[config.mk]
export PLATFORM = sky130hd
export DESIGN_NAME = trig_hdr_strip
export DESIGN_NICKNAME = d
export VERILOG_FILES = /design/src/rtl/trig_strip_pkg.sv /design/src/rtl/tsh_parser.sv /design/src/rtl/tsh_fifo.sv /design/src/rtl/tsh_writer.sv /design/src/rtl/trig_hdr_strip.sv
export SDC_FILE = /design/constraint.sdc
export NUM_CORES = 1
export LEC_CHECK = 0
export ABC_AREA = 1
export BUFFER_PORTS_ARGS = -buffer_cell sky130_fd_sc_hd__buf_2
export CORE_ASPECT_RATIO = 0.75
export CORE_MARGIN = 2
export CORE_UTILIZATION = 55
export CTS_BUF_LIST = sky130_fd_sc_hd__clkbuf_4 sky130_fd_sc_hd__clkbuf_8
export CTS_CLUSTER_DIAMETER = 40
export CTS_CLUSTER_SIZE = 14
export DETAILED_ROUTE_END_ITERATION = 7
export PLACE_DENSITY_LB_ADDON = 0.2
export RECOVER_POWER = 25
export SYNTH_ARGS = -nofsm -noshare
export SYNTH_HDL_FRONTEND = slang
export SYNTH_HIERARCHICAL = 1
export SYNTH_SLANG_ARGS = --single-unit
[constraint.sdc]
create_clock -name clk -period 6.3 [get_ports clk]
set_clock_uncertainty 0.05 [all_clocks]
set_input_delay 0.315 -clock clk [delete_from_list [all_inputs] [get_ports clk]]
set_output_delay 0.315 -clock clk [all_outputs]
set_load 0.02 [all_outputs]
[src/rtl/trig_strip_pkg.sv]
`timescale 1ns/1ps
package trig_strip_pkg;

   // Receive phase of the packet parser
   typedef enum logic [1:0] {
      PS_IDLE = 2'd0,
      PS_HDR  = 2'd1,
      PS_PAY  = 2'd2
   } parse_state_e;

   function automatic int unsigned max_of(input int unsigned a, input int unsigned b);
      return (a > b) ? a : b;
   endfunction

endpackage

[src/rtl/tsh_parser.sv]
`timescale 1ns/1ps
module tsh_parser
   import trig_strip_pkg::*;
#(
   parameter int unsigned DATA_W    = 32,
   parameter int unsigned HDR_WORDS = 10,
   parameter int unsigned PAY_WORDS = 8,
   localparam int unsigned IDX_W    = $clog2(PAY_WORDS),
   localparam int unsigned POS_W    = $clog2(max_of(HDR_WORDS, PAY_WORDS)) + 1
) (
   input  logic              clk,
   input  logic              rst_n,
   input  logic [DATA_W-1:0] in_data,
   input  logic              in_valid,
   input  logic              in_sop,
   input  logic              in_ready,
   output logic              push,
   output logic [DATA_W-1:0] push_data,
   output logic [IDX_W-1:0]  push_idx,
   output logic              abort,
   output logic [IDX_W:0]    abort_cnt,
   output logic              len_err
);

   parse_state_e     state;
   logic [POS_W-1:0] pos;
   logic             take;

   assign take      = in_valid && in_ready;
   assign push      = take && !in_sop && (state == PS_PAY);
   assign push_data = in_data;
   assign push_idx  = pos[IDX_W-1:0];
   assign abort     = take && in_sop && (state != PS_IDLE);
   assign abort_cnt = (abort && state == PS_PAY) ? (IDX_W+1)'(pos) : '0;

   always_ff @(posedge clk) begin
      if (!rst_n) begin
         state   <= PS_IDLE;
         pos     <= '0;
         len_err <= 1'b0;
      end else begin
         len_err <= abort;
         if (take) begin
            if (in_sop) begin
               state <= PS_HDR;
               pos   <= POS_W'(1);
            end else begin
               unique case (state)
                  PS_HDR: begin
                     if (pos == POS_W'(HDR_WORDS - 1)) begin
                        state <= PS_PAY;
                        pos   <= '0;
                     end else begin
                        pos <= pos + 1'b1;
                     end
                  end
                  PS_PAY: begin
                     if (pos == POS_W'(PAY_WORDS - 1)) begin
                        state <= PS_IDLE;
                        pos   <= '0;
                     end else begin
                        pos <= pos + 1'b1;
                     end
                  end
                  default: begin
                     state <= PS_IDLE;
                  end
               endcase
            end
         end
      end
   end

endmodule

[src/rtl/tsh_fifo.sv]
`timescale 1ns/1ps
module tsh_fifo #(
   parameter int unsigned W     = 35,
   parameter int unsigned DEPTH = 6,
   localparam int unsigned PTR_W = $clog2(DEPTH),
   localparam int unsigned CNT_W = $clog2(DEPTH + 1)
) (
   input  logic             clk,
   input  logic             rst_n,
   input  logic             push,
   input  logic [W-1:0]     wdata,
   input  logic             pop,
   input  logic [CNT_W-1:0] drop_req,
   output logic [W-1:0]     rdata,
   output logic [CNT_W-1:0] cnt,
   output logic             full,
   output logic             empty
);

   localparam int unsigned XW = CNT_W + 1;

   logic [W-1:0]     slots [DEPTH];
   logic [PTR_W-1:0] wr_ptr, rd_ptr;
   logic [PTR_W-1:0] wr_fwd, rd_fwd, wr_back;
   logic [CNT_W-1:0] after_pop, drop_n;

   assign after_pop = cnt - CNT_W'(pop);
   assign drop_n    = (drop_req < after_pop) ? drop_req : after_pop;
   assign full      = (cnt == CNT_W'(DEPTH));
   assign empty     = (cnt == '0);
   assign rdata     = slots[rd_ptr];

   generate
      if ((DEPTH & (DEPTH - 1)) == 0) begin : g_pow2
         assign wr_fwd  = wr_ptr + 1'b1;
         assign rd_fwd  = rd_ptr + 1'b1;
         assign wr_back = wr_ptr - PTR_W'(drop_n);
      end else begin : g_mod
         logic [XW-1:0] wide_wr, wide_back;
         assign wr_fwd    = (wr_ptr == PTR_W'(DEPTH - 1)) ? '0 : wr_ptr + 1'b1;
         assign rd_fwd    = (rd_ptr == PTR_W'(DEPTH - 1)) ? '0 : rd_ptr + 1'b1;
         assign wide_wr   = XW'(wr_ptr);
         assign wide_back = (wide_wr >= XW'(drop_n)) ? wide_wr - XW'(drop_n)
                                                     : wide_wr + XW'(DEPTH) - XW'(drop_n);
         assign wr_back   = PTR_W'(wide_back);
      end
   endgenerate

   always_ff @(posedge clk) begin
      if (push) slots[wr_ptr] <= wdata;
   end

   always_ff @(posedge clk) begin
      if (!rst_n) begin
         wr_ptr <= '0;
         rd_ptr <= '0;
         cnt    <= '0;
      end else begin
         if (pop) rd_ptr <= rd_fwd;
         if (push)               wr_ptr <= wr_fwd;
         else if (drop_n != '0) wr_ptr <= wr_back;
         cnt <= after_pop + CNT_W'(push) - drop_n;
      end
   end

endmodule

[src/rtl/tsh_writer.sv]
`timescale 1ns/1ps
module tsh_writer #(
   parameter int unsigned DATA_W = 32,
   parameter int unsigned EVID_W = 8,
   parameter int unsigned IDX_W  = 3,
   localparam int unsigned ADDR_W = EVID_W + IDX_W
) (
   input  logic              clk,
   input  logic              rst_n,
   input  logic              avail,
   input  logic [DATA_W-1:0] head_data,
   input  logic [IDX_W-1:0]  head_idx,
   input  logic              mem_ready,
   output logic              pop,
   output logic              mem_we,
   output logic [ADDR_W-1:0] mem_addr,
   output logic [DATA_W-1:0] mem_wdata,
   output logic              evt_done,
   output logic [EVID_W-1:0] evt_id
);

   logic [EVID_W-1:0] evid_q, evid_cur;
   logic              first_word, last_word;

   assign first_word = (head_idx == '0);
   assign last_word  = (head_idx == {IDX_W{1'b1}});
   assign evid_cur   = first_word ? head_data[EVID_W-1:0] : evid_q;
   assign mem_we     = avail;
   assign pop        = avail && mem_ready;
   assign mem_addr   = {evid_cur, head_idx};
   assign mem_wdata  = head_data;

   always_ff @(posedge clk) begin
      if (!rst_n) begin
         evid_q   <= '0;
         evt_done <= 1'b0;
         evt_id   <= '0;
      end else begin
         evt_done <= pop && last_word;
         if (pop && first_word) evid_q <= head_data[EVID_W-1:0];
         if (pop && last_word)  evt_id <= evid_cur;
      end
   end

endmodule

[src/rtl/trig_hdr_strip.sv]
`timescale 1ns/1ps
module trig_hdr_strip #(
   parameter int unsigned DATA_W     = 32,
   parameter int unsigned HDR_WORDS  = 10,
   parameter int unsigned PAY_WORDS  = 8,
   parameter int unsigned FIFO_DEPTH = 6,
   parameter int unsigned EVID_W     = 8,
   localparam int unsigned IDX_W     = $clog2(PAY_WORDS),
   localparam int unsigned ADDR_W    = EVID_W + IDX_W
) (
   input  logic              clk,
   input  logic              rst_n,
   input  logic [DATA_W-1:0] in_data,
   input  logic              in_valid,
   input  logic              in_sop,
   output logic              in_ready,
   output logic              mem_we,
   input  logic              mem_ready,
   output logic [ADDR_W-1:0] mem_addr,
   output logic [DATA_W-1:0] mem_wdata,
   output logic              len_err,
   output logic              evt_done,
   output logic [EVID_W-1:0] evt_id
);

   localparam int unsigned ENT_W = DATA_W + IDX_W;
   localparam int unsigned CNT_W = $clog2(FIFO_DEPTH + 1);
   localparam int unsigned SAT_W = (IDX_W + 1 > CNT_W) ? IDX_W + 1 : CNT_W;

   generate
      if (HDR_WORDS < 2) begin : g_bad_hdr
         $error("HDR_WORDS must be at least 2");
      end
      if (PAY_WORDS < 2 || (PAY_WORDS & (PAY_WORDS - 1)) != 0) begin : g_bad_pay
         $error("PAY_WORDS must be a power of two of at least 2");
      end
      if (FIFO_DEPTH < 2) begin : g_bad_depth
         $error("FIFO_DEPTH must be at least 2");
      end
      if (EVID_W < 1 || EVID_W > DATA_W) begin : g_bad_evid
         $error("EVID_W must lie within the data word");
      end
   endgenerate

   logic              push, abort, fifo_full, fifo_empty, pop;
   logic [DATA_W-1:0] push_data;
   logic [IDX_W-1:0]  push_idx;
   logic [IDX_W:0]    abort_cnt;
   logic [CNT_W-1:0]  drop_req, fifo_cnt;
   logic [ENT_W-1:0]  head;
   logic [SAT_W-1:0]  abort_wide;

   assign in_ready   = !fifo_full;
   assign abort_wide = SAT_W'(abort_cnt);
   assign drop_req   = (abort_wide > SAT_W'(FIFO_DEPTH)) ? CNT_W'(FIFO_DEPTH)
                                                        : CNT_W'(abort_wide);

   tsh_parser #(
      .DATA_W   (DATA_W),
      .HDR_WORDS(HDR_WORDS),
      .PAY_WORDS(PAY_WORDS)
   ) u_parse (
      .clk      (clk),
      .rst_n    (rst_n),
      .in_data  (in_data),
      .in_valid (in_valid),
      .in_sop   (in_sop),
      .in_ready (in_ready),
      .push     (push),
      .push_data(push_data),
      .push_idx (push_idx),
      .abort    (abort),
      .abort_cnt(abort_cnt),
      .len_err  (len_err)
   );

   tsh_fifo #(
      .W    (ENT_W),
      .DEPTH(FIFO_DEPTH)
   ) u_fifo (
      .clk     (clk),
      .rst_n   (rst_n),
      .push    (push),
      .wdata   ({push_idx, push_data}),
      .pop     (pop),
      .drop_req(drop_req),
      .rdata   (head),
      .cnt     (fifo_cnt),
      .full    (fifo_full),
      .empty   (fifo_empty)
   );

   tsh_writer #(
      .DATA_W(DATA_W),
      .EVID_W(EVID_W),
      .IDX_W (IDX_W)
   ) u_write (
      .clk      (clk),
      .rst_n    (rst_n),
      .avail    (!fifo_empty),
      .head_data(head[DATA_W-1:0]),
      .head_idx (head[ENT_W-1:DATA_W]),
      .mem_ready(mem_ready),
      .pop      (pop),
      .mem_we   (mem_we),
      .mem_addr (mem_addr),
      .mem_wdata(mem_wdata),
      .evt_done (evt_done),
      .evt_id   (evt_id)
   );

endmodule

==> impl_metrics.toml, run 1 <==
[final_layout]
final_cell_mix = "edfxtp_1, nand2_1, nor2_1, inv_1, buf_2"
n_antenna_cell = 0
area_growth_pct = 10.3
final_common_cell = "edfxtp_1"
layout.nets = 1078
drive_above_1_share_pct = 18.2
fin_area_um2 = 12300
n_fill_cell = 1583

[worst_hold_path]
whs_path_depth = 4
hold_class = "in -> reg"
min_to = "u_parse/state[1]$_SDFFE_PN0P_"
worstHoldStart = "in_sop"

[run]
drv_cap = 0

[timing]
period_minus_slack_ns = 3.93
rsz0062_at_grt = "false"
final.setup.tns_ns = 0
setup_ws_ns = 2.37
finalSetupViolCount = 0
slew_headroom_pct = 42.9
drv_slew = 0
fmax_mhz = 255
worstMarginPinSlew_ns = 0.857
final_hold_viol_count = 0
fin_crit_sh_pct = 62.3

[placed_design]
pre_cts_ws_ns = 2.43
hpwl_um = 11800
io_buffers = 91
routabilityCongestion = 0.785
place_area_um2 = 11200

[floorplanning]
die_h_um = 127
io_pins = 92
dieArea_um2 = 21400
num_rows = 44
start_util_pct = 56.7
core_area_um2 = 19600
die_x_um = 168

[worst_setup_path]
ff2ff_setup_slack_ns = 2.37
r2r_cells = 20
arrival_ns = 4.36
critPathLaunchType = "flip-flop"
crit_type = "reg -> reg"
worstPathRequired_ns = 6.74
crit_fanout = 11
r2r-end = "u_fifo/cnt[2]$_SDFF_PN0_"
worstSetupStartpoint = "u_fifo/cnt[2]$_SDFF_PN0_"
end_kind = "flip-flop"
r2r-start = "u_fifo/cnt[2]$_SDFF_PN0_"

[route]
drt_iter0_drc = 646
viasPerCell = 5.30
routedWlPerCell_um = 16.2
route.detailed.drc = 0
vias = 6885
first_pass_iters = 7
ant_nets = 0
totalWireLength_um = 21100

[logic_synthesis]
synthCells = 976
netlist_area_um2 = 11100
ys_warn_count = 6
syn_avg_cell_area_um2 = 11.4
synthesis.nets = 1029

[global_routing]
grt_pass1_wl_um = 33900
grt_pass1_vias = 6587
grt_usage_pct = 19.9
grt_max_degree = 71
antenna_found_initial = 0
gr-total-overflow = 0

[power]
swShare_pct = 31.2
seq_power_share_pct = 43.3
power.clock.fraction_pct = 32.6
p_int_mw = 2.96
leakage_nw = 4.65
power.density_nw_per_um2 = 351
p_sw_mw = 1.34
irDropWorstVdd_v = 0.000189
combPwrFrac_pct = 24.1

[clocking]
cts.sinks = 247
cts-root-buf = "clkbuf_8"
clk-insertion-delay-late_ns = 0.57
cts_inserted_buffers = 28
cts_max_path_buffers = 3
post-cts-setup-buffer-count = 0
cts_tree = "done"
clk_pin_slew_worst_paths_ns = 0.09
htreeDepth = 1

[outcome]
status = "complete, no violations"
==> worst max-delay path, stage by stage, from the launching register on <==
cell     delay, ns
dfxtp_1       0.33
nor3_1        0.19
inv_1         0.07
nand2_1       0.34
inv_2         0.11
ha_1          0.22
ha_1          0.19
xnor2_1       0.22
inv_1         0.10
ha_1          0.32
nand3_1       0.09
nand2_1       0.06
o21ai_2       0.17
inv_1         0.09
ha_1          0.27
inv_1         0.03
ha_1          0.18
fa_1          0.38
xor2_1        0.20
o21ai_0       0.10
a21oi_1       0.14
==> final cells by class <==
type                            count  area [um2]  share of cell area, %
Timing Repair Buffer              134         825                   6.73
Sequential cell                   247        7050                   57.5
Inverter                           77         290                   2.37
Multi-Input combinational cell    537        3010                   24.6
Tap cell                          253         317                   2.58
Clock inverter                     19         339                   2.77
Clock buffer                       32         422                   3.44
==> sequential cells by signal, summed over array words and instances, names as in the netlist, named ones only <==
signal and count:
u_parse/state 2, u_parse/pos 5, u_write/evt_done 1, u_fifo/rd_ptr 3, u_fifo/cnt 3, u_fifo/slots 210
u_write/evid_q 8, u_write/evt_id 8, u_parse/len_err 1, u_fifo/wr_ptr 3
==> per-stage QoR <==
step	power, mW	utilization [%]	instances	hold slack, ns
after floorplan	2.82	-	976	0.358
after global placement	2.92	57.2	1216	0.415
after detailed placement	2.93	57.2	1216	0.411
after CTS	4.34	62.7	1299	0.0289
after global routing	4.52	62.5	1299	0.0792
final	4.31	62.5	1299	0.0574
==> per-layer routing <==
metal	vias up	GRT usage, %	routed length [um]
li1	3420	-	-
met1	3299	28.5	10200
met3	22	3.35	980
met4	0	3.80	256
met5	-	0	0
met2	144	32.9	9690
==> timing repair <==
action / CTS / global route
gates resized for setup: 0 / 0
endpoints found under the hold margin: 192 / 0
hold buffers: 32 / 0
==> worst max-delay path by stage <==
stage	endpoint	slack, ns	cells past startpoint
floorplan	u_fifo/slots[0][0]$_DFFE_PP_	1.74	9
global placement	u_fifo/cnt[2]$_SDFF_PN0_	2.50	20
global route	u_fifo/cnt[2]$_SDFF_PN0_	1.97	20
CTS	u_fifo/cnt[2]$_SDFF_PN0_	2.41	20
detailed placement	u_fifo/cnt[2]$_SDFF_PN0_	2.43	20
finish	u_fifo/cnt[2]$_SDFF_PN0_	2.37	20
==> power groups by stage <==
stage,Clock (mW),Combinational [mW],Sequential [mW]
final,1.40,1.04,1.87
after global routing,1.50,1.15,1.88
after CTS,1.43,1.04,1.87
after detailed placement,0,1.02,1.90
after global placement,0,1.01,1.90
after floorplan,0,0.940,1.88
Note: power is estimated with default switching activity, not from simulation.
==> run 2, diff against run 1 <==
--- a/config.mk
+++ b/config.mk
@@ -5,7 +5,7 @@
 export SDC_FILE = /design/constraint.sdc
 export NUM_CORES = 1
 export LEC_CHECK = 0
-export ABC_AREA = 1
+export ABC_AREA = 0
 export BUFFER_PORTS_ARGS = -buffer_cell sky130_fd_sc_hd__buf_2
 export CORE_ASPECT_RATIO = 0.75
 export CORE_MARGIN = 2
==> constraint.sdc (replaced) <==
create_clock -name clk -period 3.25 [get_ports clk]
set_clock_uncertainty 0.05 [all_clocks]
set_input_delay 0.1625 -clock clk [delete_from_list [all_inputs] [get_ports clk]]
set_output_delay 0.1625 -clock clk [all_outputs]
set_load 0.02 [all_outputs]
==> impl_metrics.toml, run 2 <==
[logic_synthesis]
synth_xor_area_share_pct = 0.828
synth_top_family_by_area = "multiplexers"
netlist_area_um2 = 10600
netlist.area_leader.share_pct = 59.6
synth-edff-count = 210
ys_warn_count = 6
yosysSeqAreaShare_pct = 66.6
synth_area_leaders = "edfxtp_1, mux4_2, dfxtp_1, buf_4, mux2i_1"
synthesis.nets = 744
async_reset_ff_share_pct = 0
ys_ff_latch = 247
synth.most_common_cell = "edfxtp_1"
synthCells = 691
synthMuxAreaShare_pct = 13.5
synth_ff_type = "edfxtp_1"
syn_avg_cell_area_um2 = 15.3
synth_top_area_cell = "edfxtp_1"
synth_compound_area_share_pct = 4.17
synthAdderAreaFrac_pct = 1.96
synth_cell_type_count = 58
ys_top_cells_by_count = "edfxtp_1, buf_4, mux2i_1, nor2_1, a21oi_1"
synthSimpleGateAreaFrac_pct = 5.91

[worst_setup_path]
crit_fanout = 5
end_kind = "flip-flop"
crit_type = "reg -> reg"
worstPathRequired_ns = 3.70
slowest_delay_ns = 0.33
path_common_cell = "ha_4"
critPathLaunchType = "flip-flop"
critPathSlowestCell = "dfxtp_2"
crit_chain = "nor3_2, inv_1, and2_4, ha_4, ha_4, xor2_4, inv_2, ha_4, buf_6, or2_1, and2_4, ha_4, inv_1, ha_2, xnor2_2, xnor2_1, o21ai_2, a31oi_1"
arrival_ns = 3.81

[final_layout]
regMostFlops = "u_fifo/slots"
final_cell_mix = "edfxtp_1, buf_2, mux2i_1, buf_4, nor2_1"
layout.nets = 858
area_growth_pct = 18.1
drive_above_1_share_pct = 33.9
reg.largest.list = "u_fifo/slots x210, u_write/evid_q x8, u_write/evt_id x8"
final_common_cell = "edfxtp_1"
final_util_pct = 66.9
largest_reg_flops = 210

[clocking]
cts.sinks = 247
cts-root-buf = "clkbuf_8"
cts_max_path_buffers = 3
cts_tree = "done"
htreeDepth = 1
clk-insertion-delay-late_ns = 0.57
cts_inserted_buffers = 28
clk_pin_slew_worst_paths_ns = 0.09

[route]
drt_iter0_drc = 365
totalWireLength_um = 19600
wl_met1_um = 8770
ant_nets = 0
routedWlPerCell_um = 18.2
vias = 5787
wl_met2_um = 9720
first_pass_iters = 5
top_layer_used = "met4"
route.met3.wl_um = 814
viasPerCell = 5.38
route.detailed.drc = 0

[worst_hold_path]
hold_class = "in -> reg"

[timing]
setup_ws_ns = -0.116
drv_slew = 0
fin_crit_sh_pct = 104
hold_ws_ns = 0.115
rsz0062_at_grt = "true"
final_hold_viol_count = 0
fmax_mhz = 297
worstMarginPinSlew_ns = 0.740
finalSetupViolCount = 3
period_minus_slack_ns = 3.37
slew_headroom_pct = 50.7

[placed_design]
hpwl_um = 11400
routabilityCongestion = 0.805
io_buffers = 91

[floorplanning]
die_x_um = 164
io_pins = 92
num_rows = 43
start_util_pct = 56.7
die_h_um = 124
core_area_um2 = 18700
dieArea_um2 = 20400

[power]
irDropWorstVdd_v = 0.000487
power.density_nw_per_um2 = 670
leakage_nw = 4.37

[global_routing]
grt_pass1_wl_um = 30500
grt_usage_pct = 19.4
gr-total-overflow = 0
grt_pass1_vias = 5970
grt_max_degree = 44
antenna_found_initial = 1

[run]
drv_cap = 0

[outcome]
violations = "setup timing"
status = "complete, but fails checks"
[run 2: cell families (layout without fill, tap and decap cells)]
logic type / after synthesis / after routing
DFF: 247 / 247
and+or+nand+nor: 132 / 132
buffers and inverters: 119 / 255
muxes: 97 / 97
AOI/OAI and AO/OA: 70 / 70
adders and majority gates: 16 / 16
xor gates and xnor gates: 10 / 10
other: 0 / 1
[run 2: stage by stage]
| stage | cell area [um2] | setup WS [ns] | total power [mW] | instances | TNS (ns) |
|---|---|---|---|---|---|
| after floorplan | 10600 | -0.0935 | 5.30 | 691 | -0.0935 |
| after global placement | 11100 | -0.136 | 5.55 | 964 | -0.218 |
| after detailed placement | 11100 | -0.219 | 5.58 | 964 | -0.644 |
| after CTS | 12400 | 0.000154 | 8.33 | 1073 | 0 |
| after global routing | 12500 | -0.217 | 8.75 | 1075 | -0.701 |
| final | 12500 | -0.116 | 8.37 | 1075 | -0.188 |
[run 2: final timing paths]
| kind | endpoint | cells after the start | from | slack [ns] |
|---|---|---|---|---|
| hold reg to reg | u_write/evt_id[2]$_SDFFE_PN0P_ | 2 | u_write/evt_id[2]$_SDFFE_PN0P_ | 0.41 |
| setup reg to reg | u_fifo/wr_ptr[2]$_SDFFE_PN0P_ | 18 | u_fifo/cnt[1]$_SDFF_PN0_ | -0.12 |
| hold / removal | u_write/evt_done$_SDFF_PN0_ | 3 | rst_n | 0.11 |
| setup / recovery | u_fifo/wr_ptr[2]$_SDFFE_PN0P_ | 18 | u_fifo/cnt[1]$_SDFF_PN0_ | -0.12 |
[run 2: routing by layer]
metal / global-route usage, % / vias up
met5: 0 / -
met4: 4.66 / 0
met3: 3.16 / 26
met2: 33.5 / 127
met1: 26.2 / 2902
li1: - / 2732
[run 2: what timing repair did]
action | CTS | global route
hold buffers | 34 | 0
setup endpoints to repair | 4 | 13
hold endpoints to repair | 195 | 0
setup buffers | 23 | 3
pin swaps | 14 | 17
gates resized for setup | 21 | 28
[run 2: cell type report]
cell class | count | area [um2]
inverters | 19 | 71.3
fillers | 1272 | 6180
diodes | 1 | 2.50
clock buffers | 35 | 457
flip-flops and latches | 247 | 7060
well taps | 247 | 309
repair buffers | 184 | 1290
clock inverters | 17 | 221
multi-input cells | 325 | 3090
[run 2: worst max-delay path: cells and delay by family, from the launching register on]
family,cells,cell delay [ns]
AOI/OAI and AO/OA,2,0.24
xor gates and xnor gates,3,0.61
adders and majority gates,5,0.96
buffers and inverters,4,0.33
DFF,1,0.33
and+or+nand+nor,4,0.77
[run 2: power by group]
| part | total (mW) | internal (mW) | leakage, nW | switching, mW |
|---|---|---|---|---|
| Sequential | 3.54 | 3.48 | 2.19 | 0.0595 |
| Combinational | 2.41 | 1.20 | 1.85 | 1.21 |
| Clock | 2.42 | 1.28 | 0.336 | 1.13 |
